[src/rtl/hp_seq_pkg.sv]
package hp_seq_pkg;

    typedef enum logic [3:0] {
        ST_IDLE,
        ST_GAP,
        ST_CAL,
        ST_DRV,
        ST_ON,
        ST_OFF_DRV,
        ST_OFF_MID,
        ST_OFF_BIAS
    } hp_state_e;

    typedef struct packed {
        hp_state_e  st;
        logic [1:0] bias;
        logic [1:0] mid;
        logic [1:0] drv;
        logic [1:0] unshort;
        logic       cal_req;
        logic       done;
        logic       err;
        logic [1:0] flags;
    } hp_seq_regs_t;

endpackage

[src/rtl/hp_down_ctr.sv]
module hp_down_ctr #(
    parameter int unsigned W = 8
) (
    input  logic         clk,
    input  logic         rst_n,
    input  logic         load,
    input  logic [W-1:0] load_val,
    output logic         zero
);
    logic [W-1:0] cnt_d, cnt_q;

    always_comb begin
        cnt_d = cnt_q;
        if (load)
            cnt_d = load_val;
        else if (cnt_q != '0)
            cnt_d = cnt_q - 1'b1;
    end

    always_ff @(posedge clk or negedge rst_n) begin
        if (!rst_n) cnt_q <= '0;
        else        cnt_q <= cnt_d;
    end

    assign zero = (cnt_q == '0);
endmodule

[src/rtl/hp_trim_hold.sv]
module hp_trim_hold #(
    parameter int unsigned TRIM_W = 8
) (
    input  logic              clk,
    input  logic              rst_n,
    input  logic              capture,
    input  logic [TRIM_W-1:0] in_l,
    input  logic [TRIM_W-1:0] in_r,
    output logic [TRIM_W-1:0] out_l,
    output logic [TRIM_W-1:0] out_r
);
    logic [2*TRIM_W-1:0] hold_d, hold_q;

    always_comb begin
        hold_d = hold_q;
        if (capture) hold_d = {in_r, in_l};
    end

    always_ff @(posedge clk or negedge rst_n) begin
        if (!rst_n) hold_q <= '0;
        else        hold_q <= hold_d;
    end

    assign out_l = hold_q[TRIM_W-1:0];
    assign out_r = hold_q[2*TRIM_W-1:TRIM_W];
endmodule

[src/rtl/hp_pop_seq.sv]
module hp_pop_seq
    import hp_seq_pkg::*;
#(
    parameter int unsigned GAP_CYC   = 2000,
    parameter int unsigned CAL_LIMIT = 100000,
    parameter int unsigned TRIM_W    = 8
) (
    input  logic              clk,
    input  logic              rst_n,
    input  logic              en_req,
    input  logic              path_ready,
    input  logic [1:0]        cal_ok,
    input  logic [TRIM_W-1:0] trim_in_l,
    input  logic [TRIM_W-1:0] trim_in_r,
    output logic [1:0]        bias_en,
    output logic [1:0]        mid_en,
    output logic [1:0]        drv_en,
    output logic [1:0]        unshort,
    output logic              cal_req,
    output logic              done,
    output logic              cal_err,
    output logic [1:0]        cal_flags,
    output logic [TRIM_W-1:0] trim_rd_l,
    output logic [TRIM_W-1:0] trim_rd_r
);
    localparam int unsigned GAP_W = $clog2(GAP_CYC + 1);
    localparam int unsigned TMO_W = $clog2(CAL_LIMIT + 1);
    localparam logic [GAP_W-1:0] GAP_LOAD = GAP_W'(GAP_CYC);
    localparam logic [TMO_W-1:0] TMO_LOAD = TMO_W'(CAL_LIMIT);

    hp_seq_regs_t r_d, r_q;
    logic gap_load, gap_zero;
    logic tmo_load, tmo_zero;
    logic trim_cap;

    // Settling gap between bias and intermediate stage
    hp_down_ctr #(.W(GAP_W)) u_gap (
        .clk      (clk),
        .rst_n    (rst_n),
        .load     (gap_load),
        .load_val (GAP_LOAD),
        .zero     (gap_zero)
    );

    // Cancellation watchdog
    hp_down_ctr #(.W(TMO_W)) u_tmo (
        .clk      (clk),
        .rst_n    (rst_n),
        .load     (tmo_load),
        .load_val (TMO_LOAD),
        .zero     (tmo_zero)
    );

    hp_trim_hold #(.TRIM_W(TRIM_W)) u_trim (
        .clk     (clk),
        .rst_n   (rst_n),
        .capture (trim_cap),
        .in_l    (trim_in_l),
        .in_r    (trim_in_r),
        .out_l   (trim_rd_l),
        .out_r   (trim_rd_r)
    );

    always_comb begin
        r_d      = r_q;
        gap_load = 1'b0;
        tmo_load = 1'b0;
        trim_cap = 1'b0;
        unique case (r_q.st)
            ST_IDLE: begin
                if (!en_req) begin
                    r_d.err = 1'b0;
                end else if (!r_q.err) begin
                    r_d.st    = ST_GAP;
                    r_d.bias  = 2'b11;
                    r_d.flags = 2'b00;
                    gap_load  = 1'b1;
                end
            end
            ST_GAP: begin
                if (!en_req) begin
                    r_d.st   = ST_IDLE;
                    r_d.bias = 2'b00;
                end else if (gap_zero && path_ready) begin
                    r_d.st      = ST_CAL;
                    r_d.mid     = 2'b11;
                    r_d.cal_req = 1'b1;
                    tmo_load    = 1'b1;
                end
            end
            ST_CAL: begin
                r_d.flags = r_q.flags | cal_ok;
                if (!en_req) begin
                    r_d.st      = ST_OFF_BIAS;
                    r_d.mid     = 2'b00;
                    r_d.cal_req = 1'b0;
                end else if (cal_ok == 2'b11) begin
                    r_d.st      = ST_DRV;
                    r_d.drv     = 2'b11;
                    r_d.cal_req = 1'b0;
                    trim_cap    = 1'b1;
                end else if (tmo_zero) begin
                    r_d.st      = ST_OFF_BIAS;
                    r_d.mid     = 2'b00;
                    r_d.cal_req = 1'b0;
                    r_d.err     = 1'b1;
                end
            end
            ST_DRV: begin
                r_d.st      = ST_ON;
                r_d.unshort = 2'b11;
                r_d.done    = 1'b1;
            end
            ST_ON: begin
                if (!en_req) begin
                    r_d.st      = ST_OFF_DRV;
                    r_d.unshort = 2'b00;
                    r_d.done    = 1'b0;
                end
            end
            ST_OFF_DRV: begin
                r_d.st  = ST_OFF_MID;
                r_d.drv = 2'b00;
            end
            ST_OFF_MID: begin
                r_d.st  = ST_OFF_BIAS;
                r_d.mid = 2'b00;
            end
            ST_OFF_BIAS: begin
                r_d.st   = ST_IDLE;
                r_d.bias = 2'b00;
            end
            default: begin
                r_d = '0;
            end
        endcase
    end

    always_ff @(posedge clk or negedge rst_n) begin
        if (!rst_n) r_q <= '0;
        else        r_q <= r_d;
    end

    assign bias_en   = r_q.bias;
    assign mid_en    = r_q.mid;
    assign drv_en    = r_q.drv;
    assign unshort   = r_q.unshort;
    assign cal_req   = r_q.cal_req;
    assign done      = r_q.done;
    assign cal_err   = r_q.err;
    assign cal_flags = r_q.flags;
endmodule

[config.mk]
export PLATFORM = sky130hd
export DESIGN_NAME = hp_pop_seq
export DESIGN_NICKNAME = d
export VERILOG_FILES = /design/src/rtl/hp_seq_pkg.sv /design/src/rtl/hp_down_ctr.sv /design/src/rtl/hp_trim_hold.sv /design/src/rtl/hp_pop_seq.sv
export SDC_FILE = /design/constraint.sdc
export NUM_CORES = 1
export LEC_CHECK = 0
export BUFFER_PORTS_ARGS = -buffer_cell sky130_fd_sc_hd__buf_2
export CAP_MARGIN = 20
export CORE_MARGIN = 3
export CORE_UTILIZATION = 40
export CTS_BUF_LIST = sky130_fd_sc_hd__clkbuf_4 sky130_fd_sc_hd__clkbuf_8 sky130_fd_sc_hd__clkbuf_16
export CTS_CLUSTER_DIAMETER = 120
export DETAILED_ROUTE_END_ITERATION = 8
export PLACE_DENSITY = 0.65
export SYNTH_ARGS = -nofsm -noshare
export SYNTH_HDL_FRONTEND = slang
export SYNTH_SLANG_ARGS = --single-unit
[constraint.sdc]
create_clock -name clk -period 6.05 [get_ports clk]
set_input_delay 1.21 -clock clk [delete_from_list [all_inputs] [get_ports clk]]
set_output_delay 1.21 -clock clk [all_outputs]
set_load 0.1 [all_outputs]
-- Word level (Yosys, flattened, before mapping)
Index checks and enable logic that the tools add are counted.
- output and inout bits: 29
- register bits after elaboration: 61
- mux-type cells: 48
- eq/ne operators: 23
- add/sub/neg operators: 2
- reduce and logical (&&, ||, !) cells: 22
- bitwise logic cells: 7
- operators with widths (kind ; number):
    $mux 17 ; 2
    $pmux 4 s7 ; 1
    $mux 4 ; 6
    $reduce_or 6->1 ; 4
    $mux 11 ; 2
    $ne 2x2->1 const B ; 11
    $mux 2 ; 10
    $mux 1 ; 18
    $pmux 2 s3 ; 3
    $logic_not 17->1 ; 1
    $reduce_bool 17->1 ; 1
    $sub 17x1->17 const B ; 1
    $eq 4x3->1 const B ; 4
    $reduce_and 5->1 ; 3
    $mux 6 ; 2
    $logic_not 11->1 ; 1
    $reduce_bool 11->1 ; 1
    $sub 11x1->11 const B ; 1
    $reduce_or 5->1 ; 2
    $ne 3x3->1 const B ; 3
    $pmux 3 s3 ; 1
    $eq 4x2->1 const B ; 2
    $reduce_and 4->1 ; 2
    $not 1->1 ; 6
    other kinds (11) ; 14

-- Longest topological paths before layout
Gate-level depths: netlist (run 1).
- depth in word-level cells: 6
- depth in mapped cells: 7
- depth with buffers taken out: 6

-- Modules after synthesis
From an unflattened synthesis (run 1), not the netlist that was laid out.
- cell total of the unflattened synthesis: 293
- area, all modules: 3054.2 um2
- by module, submodules not included (module ; cells an instance ; seq. area each (um2) ; area an instance (um2) ; times used):
    hp_down_ctr at u_tmo ; 116 ; 425.4 ; 1054.8 ; 1
    hp_pop_seq ; 80 ; 275.3 ; 723.2 ; 1
    hp_trim_hold ; 34 ; 400.4 ; 649.4 ; 1
    hp_down_ctr at u_gap ; 63 ; 275.3 ; 626.9 ; 1

-- Worst setup path after synthesis (run 1)
OpenSTA, ideal clock, no wires.
- path type: in2reg
- start: input en_req
- end: register u_trim.hold_q[10]
- path slack: 3.333 ns
- data arrival time: 2.591 ns
- stages on the path: 4
- cell sequence: nand2b_1 -> nor3_1 -> buf_2 -> mux2_2
- cells in the longest elaborated chain, start to end: 2
- ends and longest elaborated chain (item ; RTL line ; RTL):
    from (decl) ; hp_pop_seq.sv:10 ; input logic en_req,
    $mux 1 ; hp_pop_seq.sv:93 ; if (!en_req) begin
    $mux 1 ; hp_pop_seq.sv:69 ; unique case (r_q.st)
    to (signal assigned) ; hp_trim_hold.sv:21 ; else hold_q <= hold_d;
    to (decl) ; hp_trim_hold.sv:12 ; logic [2*TRIM_W-1:0] hold_d, hold_q;
Every way passes these cells.
A chain may end at the register's enable or synchronous reset.

-- Final worst setup path (run 1)
- start: input path_ready
- end: register u_tmo.cnt_q[5]
- cells in the longest elaborated chain, start to end: 5
- elaborated cells between the ends (all ways): 6
- those cells by class: mux: 4; reduce/logical: 2
- ends and longest elaborated chain (item ; RTL line ; RTL):
    from (decl) ; hp_pop_seq.sv:11 ; input logic path_ready,
    $logic_and 1x1->1 (*) ; hp_pop_seq.sv:84 ; end else if (gap_zero && path_ready) begin
    $mux 1 (*) ; hp_pop_seq.sv:84 ;
    $mux 1 (*) ; hp_pop_seq.sv:81 ; if (!en_req) begin
    $mux 1 (*) ; hp_pop_seq.sv:69 ;
    $mux 17 or $reduce_bool 2->1 (tied branches) ; - ;
    to (signal assigned) ; hp_down_ctr.sv:22 ; else cnt_q <= cnt_d;
    to (decl) ; hp_down_ctr.sv:10 ; logic [W-1:0] cnt_d, cnt_q;
Every way passes the cells marked *; elsewhere a longest branch is shown, timed or not.

==> run metrics, run 1 <==
status=complete, no violations; post-synth top area share=0.4748; reg-to-reg startpoint=u_tmo.cnt_q[11]$_DFFE_PN0P_; crit path max fanout=11; r2r setup slk=3.65 ns; multi-input gate area in the final layout=1358 um2; Leak Pwr=1.359 nW; arrival time worst endpoint=2.82 ns; WL/cell=14.19 um; Hold WC Path Type=reg2reg; Synth Cell Area=2899 um2; final instance area=3246 um2; Cell Rows=30; critical path startpoint category=input port; Placed Instance Area=3157 um2; die area=8305 um2; CTS root buf=clkbuf_8; Seq/Total Area, Yosys=0.4748; Main synth FF type=dfrtp_1; FF-to-FF End=mid_en[0]$_DFFE_PN0P_; Max Fclk=389.6 MHz; Internal=0.7331 mW; RSZ-0062 raised after global routing=false; CP required=6.30 ns; Clk pwr share=0.125; drt drc=0; htree depth=2; Layout fillers=685; max-slew violations=0; first-pass GRT wire length=10,270 um; FF+latch area=1376 um2; Max Cap Viol=0; Gate Count Post-Synth=281; Routability Congestion=0.7686; chip width=91.13 um; PostCTS Resize Cnt=0; Clock Sinks=55; hold endpoint=u_trim.hold_q[1]$_DFFE_PN0P_; PwrDens=509.2 nW/um2; critical path capture point type=register; Synth cell types=52; Pre-antenna DRT Iters=4; synthesis warning total=0; clk buf depth=2; worst clock skew=0.01147 ns; Num CTS Buffers=5; vias in the first global route=2,233; Synth async-reset ratio=1.000; final setup violation count=0; synth top area cells=dfrtp_1 (47%), mux2_2 (6.2%), or4_1 (4.7%); Worst-Skew Late Latency=0.31 ns; initial core utilization=0.4197; Syn Nets=307; Antenna Cells=0; Syn Area/Cell=10.32 um2; CTS Hold Buffers Added=0; Sum Neg Setup Slack=0 ns; Max IR drop VDD=0.2734 mV; switching power=0.9194 mW; pin count of the biggest net entering global routing=56; R2R depth=4; switching share of power=0.5564; antenna violations before repair=0; vias per inst=5.519; TritonCTS clock tree=built; Post-CTS Repair Setup Buffers=0; clk slew on worst S/H paths=0.10 ns; Hold Path Origin=u_trim.hold_q[1]$_DFFE_PN0P_; core area=6907 um2; chip height=91.13 um; antenna viol nets, final=0; fin nets=343; Synth area leader=dfrtp_1; Final period util=0.4243; critical path type=in2reg; GRT Util Overall=0.1490; num ports=51; gr ovfl total=0; Detailed Route WL=5874 um; Port-buffer cells=50; drt initial violations=169; hold depth=1; final worst path period need=2.567 ns; Seq pwr share=0.337; Final Hold Fails=0; P&R area growth vs syn=11.96%; Post-synth EDFFs=0; Least-Margin Pin Slew=0.9105 ns; share of cells above drive strength 1=0.2736; max_slew headroom=0.3884; vias after detailed routing=2,285; detailed placement HPWL=4152 um; synthesized flop and latch total=55; Logic pwr share=0.539
-- placed cells by master (no fill, tap or decap), types with 2 or more instances in the layout --
master,n
dfrtp_1,55
buf_2,50
a21oi_1,20
or4_1,18
nor2_1,16
mux2_2,16
o21ai_0,11
nand3_1,9
o31ai_1,9
or3_1,9
inv_1,8
nand2b_1,7
nor3_1,7
nand2_1,7
a211oi_1,6
nor2b_1,5
clkbuf_8,5
nor4_1,4
mux2i_1,4
ha_1,4
or2_2,3
a21o_1,3
buf_4,3
or4b_1,2
o41ai_1,2
or4b_2,2
nand4_1,2
o21bai_1,2
nor3b_1,2
o31a_1,2
xnor2_1,2
clkinvlp_4,2
-- routing by layer --
layer / up-vias / part of all wire / GRT usage
li1: 1117 / - / -
met1: 1131 / 0.45 / 0.1890
met2: 31 / 0.50 / 0.2508
met3: 6 / 0.034 / 0.03065
met4: 0 / 0.0090 / 0.05402
met5: - / 0 / 0
-- synth_stat cells, types with 2 or more instances --
cell      count
a211oi_1      6
a21o_1        3
a21oi_1      20
buf_2         4
buf_4        10
clkbuf_1      8
dfrtp_1      55
ha_1          4
inv_1         8
mux2_2       16
mux2i_1       4
nand2_1       7
nand2b_1      7
nand3_1       9
nand4_1       2
nor2_1       16
nor2b_1       5
nor3_1        8
nor3b_1       2
nor4_1        4
o21ai_0      11
o21bai_1      2
o31a_1        2
o31ai_1       9
o41ai_1       2
or2_2         3
or3_1         9
or4_1        18
or4b_1        2
or4b_2        2
xnor2_1       2
-- final cells by class --
class / instances / share of cell area
Clock inverter: 3 / 0.006168
Clock buffer: 5 / 0.02120
Multi-Input combinational cell: 194 / 0.4183
Timing Repair Buffer: 53 / 0.08404
Inverter: 8 / 0.009252
Tap cell: 96 / 0.03701
Sequential cell: 55 / 0.4241
-- worst max-delay path by stage --
stage	from	endpoint	slack, ns	depth (start not counted)
floorplan	en_req	u_trim.hold_q[10]$_DFFE_PN0P_	3.33	4
global placement	path_ready	u_tmo.cnt_q[5]$_DFFE_PN0P_	3.19	5
detailed placement	path_ready	u_tmo.cnt_q[3]$_DFFE_PN0P_	3.17	5
CTS	path_ready	u_tmo.cnt_q[5]$_DFFE_PN0P_	3.50	5
global route	path_ready	u_tmo.cnt_q[3]$_DFFE_PN0P_	3.33	5
finish	path_ready	u_tmo.cnt_q[5]$_DFFE_PN0P_	3.48	5
-- power groups by stage --
stage	clock network [mW]	registers [mW]	logic [mW]
2_1_floorplan	0	0.914	0.427
3_3_place_gp	0	0.559	0.885
3_5_place_dp	0	0.563	0.896
4_1_cts	0.213	0.556	0.897
5_1_grt	0.226	0.576	0.939
6_report	0.206	0.556	0.890
-- metrics by stage --
step | total power [mW] | utilization | hold WS (ns) | setup slack, ns | cells
floorplan | 1.341 | - | 0.4745 | 3.333 | 281
global placement | 1.443 | 0.4571 | 0.4827 | 3.190 | 406
detailed placement | 1.460 | 0.4571 | 0.4902 | 3.165 | 406
CTS | 1.666 | 0.4699 | 0.5137 | 3.496 | 414
global route | 1.742 | 0.4699 | 0.5296 | 3.331 | 414
finish | 1.653 | 0.4699 | 0.5098 | 3.483 | 414
-- flip-flops by register name, indices dropped and copies added, names as in the netlist --
name / count
u_trim.hold_q: 16
u_gap.cnt_q: 11
cal_flags: 2
cal_err: 1
r_q: 3
bias_en: 1
unshort: 1
drv_en: 1
mid_en: 1
u_tmo.cnt_q: 17
cal_req: 1
-- worst max-delay path, cell delays in order --
cell and delay, ns:
buf_2 0.07, nor4bb_1 0.36, nand4_1 0.26, nor2_1 0.69, or3b_1 0.22
-- cell families (layout without fill, tap and decap cells) --
kind of cell | Yosys count | after routing | synth area share
DFF | 55 | 55 | 0.4748
xor gates and xnor gates | 3 | 3 | 0.009065
buffers and inverters | 32 | 69 | 0.05870
muxes | 20 | 20 | 0.07596
and+or+nand+nor | 105 | 105 | 0.2240
adders and majority gates | 4 | 4 | 0.01726
AOI/OAI and AO/OA | 62 | 62 | 0.1403
No activity file was read; power rests on OpenSTA's default activity.
==> inputs of run 2 (changes only) <==
--- a/config.mk
+++ b/config.mk
@@ -5,6 +5,7 @@
 export SDC_FILE = /design/constraint.sdc
 export NUM_CORES = 1
 export LEC_CHECK = 0
+export ABC_AREA = 1
 export BUFFER_PORTS_ARGS = -buffer_cell sky130_fd_sc_hd__buf_2
 export CAP_MARGIN = 20
 export CORE_MARGIN = 3
==> constraint.sdc (replaced) <==
create_clock -name clk -period 2.4 [get_ports clk]
set_input_delay 0.48 -clock clk [delete_from_list [all_inputs] [get_ports clk]]
set_output_delay 0.48 -clock clk [all_outputs]
set_load 0.1 [all_outputs]
==> run 2 against run 1 <==
Effect of this change: worst hold slack lost 0.23 ns; design area is 3.2% higher; via count up 5.9%; highest routed layer unchanged; power grew to 2.6 times the previous value; combinational power rose to 2.7 times the previous value; clock-buffer cell count did not move; area after synthesis increased by 3.5%; largest cell class unchanged; utilization up 0.74 points; clock skew is 0.0034 ns lower; global-route usage shrank 0.20 points; flip-flop and latch count is the same; sequential share of layout area decreased by 1.3 points.
==> run metrics, run 2 <==
status=complete, no violations (unchanged); share of cells above drive strength 1=0.2206 (was 0.2736); synthesis warning total=0 (unchanged); CTS Hold Buffers Added=0 (unchanged); Seq/Total Area, Yosys=0.4585 (was 0.4748); crit path max fanout=11 (unchanged); commonest non-fill, non-tap cell in the layout=nand2_1 (was dfrtp_1); post-synth top area share=0.4585 (was 0.4748); Num CTS Buffers=5 (unchanged); Final period util=0.7287; FF+latch area=1376 um2 (unchanged); num ports=51 (unchanged); Cell Rows=30 (unchanged); chip width=92.63 um (was 91.13 um); Routability Congestion=0.8792 (was 0.7686); Post-synth EDFFs=0 (unchanged); critical path startpoint category=register (was input port); htree depth=2 (unchanged); WL/cell=11.55 um (was 14.19 um); Detailed Route WL=5927 um (was 5874 um); Port-buffer cells=50 (unchanged); Internal=1.795 mW (was 0.7331 mW); cell with the most instances after synthesis=nand2_1 (was dfrtp_1); Pre-antenna DRT Iters=4 (unchanged); Seq pwr share=0.318 (was 0.337); TritonCTS clock tree=built (unchanged); Synth Cell Area=3002 um2 (was 2899 um2); clk buf depth=2 (unchanged); vias after detailed routing=2,419 (was 2,285); die area=8579 um2 (was 8305 um2); switching share of power=0.5811 (was 0.5564); max-slew violations=0 (unchanged); drt drc=0 (unchanged); vias per inst=4.715 (was 5.519); Worst-Skew Late Latency=0.31 ns (about the same); critical path type=reg2reg (was in2reg); initial core utilization=0.4276 (was 0.4197); antenna viol nets, final=0 (unchanged); critical path capture point type=register (unchanged); P&R area growth vs syn=11.63% (was 11.96%); GRT Util Overall=0.1470 (was 0.1490); Hold WC Path Type=in2async (was reg2reg); Logic pwr share=0.560 (was 0.539); synthesized flop and latch total=55 (unchanged); Layout fillers=712 (was 685); vias in the first global route=2,331 (was 2,233); Synth area leader=dfrtp_1 (unchanged); CTS root buf=clkbuf_8 (unchanged); worst clock skew=0.008024 ns (was 0.01147 ns); Sum Neg Setup Slack=0 ns (unchanged); Leak Pwr=1.751 nW (was 1.359 nW); synth top area cells=dfrtp_1 (46%), nand2_1 (14%), inv_1 (4.5%) (was dfrtp_1 (47%), mux2_2 (6.2%), or4_1 (4.7%)); antenna violations before repair=0 (unchanged); Clk pwr share=0.122 (was 0.125); chip height=92.63 um (was 91.13 um); final worst path period need=1.749 ns; Least-Margin Pin Slew=0.6875 ns (was 0.9105 ns); detailed placement HPWL=4457 um (was 4152 um); Largest Register=u_tmo.cnt_q (unchanged); Max IR drop VDD=0.8913 mV (was 0.2734 mV); PwrDens=1279 nW/um2 (was 509.2 nW/um2); gr ovfl total=0 (unchanged); multi-input gate area in the final layout=1335 um2 (was 1358 um2); Worst Hold Margin=0.2837 ns (was 0.5098 ns); PostCTS Resize Cnt=0 (unchanged); most frequent cells in the layout=nand2_1 (115), dfrtp_1 (55), buf_2 (50) (was dfrtp_1 (55), buf_2 (50), a21oi_1 (20)); Syn Nets=400 (was 307); switching power=2.489 mW (was 0.9194 mW); Post-CTS Repair Setup Buffers=0 (unchanged); core area=7019 um2 (was 6907 um2); clk slew on worst S/H paths=0.10 ns (about the same); Syn Area/Cell=8.026 um2 (was 10.32 um2); Synth cell types=39 (was 52); Largest regs=u_tmo.cnt_q (17), u_trim.hold_q (16), u_gap.cnt_q (11) (unchanged); Gate Count Post-Synth=374 (was 281); max reg flops=17 (unchanged); pin count of the biggest net entering global routing=56 (unchanged); final setup violation count=0 (unchanged); max_slew headroom=0.5417 (was 0.3884); Clock Sinks=55 (unchanged); first-pass GRT wire length=10,510 um (was 10,270 um); Synth async-reset ratio=1.000 (unchanged); Synth top cells by count=nand2_1 (115), dfrtp_1 (55), inv_1 (36) (was dfrtp_1 (55), a21oi_1 (20), or4_1 (18)); fin nets=442 (was 343); RSZ-0062 raised after global routing=false (unchanged); Final Hold Fails=0 (unchanged); CP required=2.60 ns (was 6.30 ns); Max Fclk=571.8 MHz; arrival time worst endpoint=1.95 ns (was 2.82 ns); Main synth FF type=dfrtp_1 (unchanged); Max Cap Viol=0 (unchanged); drt initial violations=158 (was 169); Antenna Cells=0 (unchanged)
[run 2: cell types whose count changed after synthesis, sizes merged, moves of 16 or more]
cell,previous run,this run
nand3,9,26
a21oi,20,2
mux2,16,0
nand2,7,121
inv,8,41
or4,19,0
nor2,16,45
[run 2: cell families after synthesis]
kind of cell | count (synthesis) | share of synthesized area
fa+ha+maj | 4 | 0.01667
compound gates | 32 | 0.06253
simple gates | 213 | 0.3335
xor+xnor | 11 | 0.03210
flops | 55 | 0.4585
buf+inv | 59 | 0.09671
[run 2: power by group through the flow]
stage / clock, mW / combinational [mW] / sequential [mW]
final: 0.525 / 2.40 / 1.36
after global routing: 0.583 / 2.55 / 1.40
after CTS: 0.541 / 2.41 / 1.36
after detailed placement: 0 / 2.41 / 1.38
after global placement: 0 / 2.40 / 1.37
after floorplan: 0 / 1.32 / 2.18
[run 2: worst max-delay path, stage by stage (launching register included)]
cell	delay [ns]
dfrtp_1	0.39
inv_1	0.13
ha_1	0.16
inv_1	0.05
nor2_1	0.12
nand2_1	0.08
nor2_2	0.11
nand2_2	0.19
nand3_1	0.18
nand3_1	0.12
nand2_1	0.07
o21ai_1	0.05
[run 2: layout make-up]
class	count	area share
sequential	55	0.4108
multi-input combinational	260	0.3984
timing repair buffer	51	0.07692
inverter	43	0.05004
tap	96	0.03585
clock buffer	5	0.02054
clock inverter	3	0.007468
[run 2: layer usage]
layer	part of all wire	track usage	vias up	wire length [um]
met4	0.011	0.02198	0	64
li1	-	-	1254	-
met5	0	0	-	0
met1	0.49	0.2062	1097	2911
met3	0.052	0.02924	7	306
met2	0.45	0.2411	61	2644
[run 2: final timing paths]
kind	start	endpoint	slack (ns)	cells past startpoint
max	u_tmo.cnt_q[0]$_DFFE_PN0P_	cal_req$_DFFE_PN0P_	0.65	11
min	rst_n	u_tmo.cnt_q[15]$_DFFE_PN0P_	0.28	2
max reg2reg	u_tmo.cnt_q[0]$_DFFE_PN0P_	cal_req$_DFFE_PN0P_	0.65	11
min reg2reg	u_trim.hold_q[0]$_DFFE_PN0P_	u_trim.hold_q[0]$_DFFE_PN0P_	0.48	2
max in group asynchronous	rst_n	u_trim.hold_q[15]$_DFFE_PN0P_	1.65	2
min in group clk	trim_in_l[6]	u_trim.hold_q[6]$_DFFE_PN0P_	0.36	3
[run 2: through the flow]
stage | setup slack, ns | cell area (um2) | utilization | instances | power (mW)
2_1_floorplan | 0.5662 | 3002 | - | 374 | 3.497
3_3_place_gp | 0.7127 | 3257 | 0.4640 | 505 | 3.767
3_5_place_dp | 0.6856 | 3257 | 0.4640 | 505 | 3.781
4_1_cts | 0.6419 | 3351 | 0.4774 | 513 | 4.311
5_1_grt | 0.4362 | 3351 | 0.4774 | 513 | 4.537
6_report | 0.6512 | 3351 | 0.4774 | 513 | 4.284
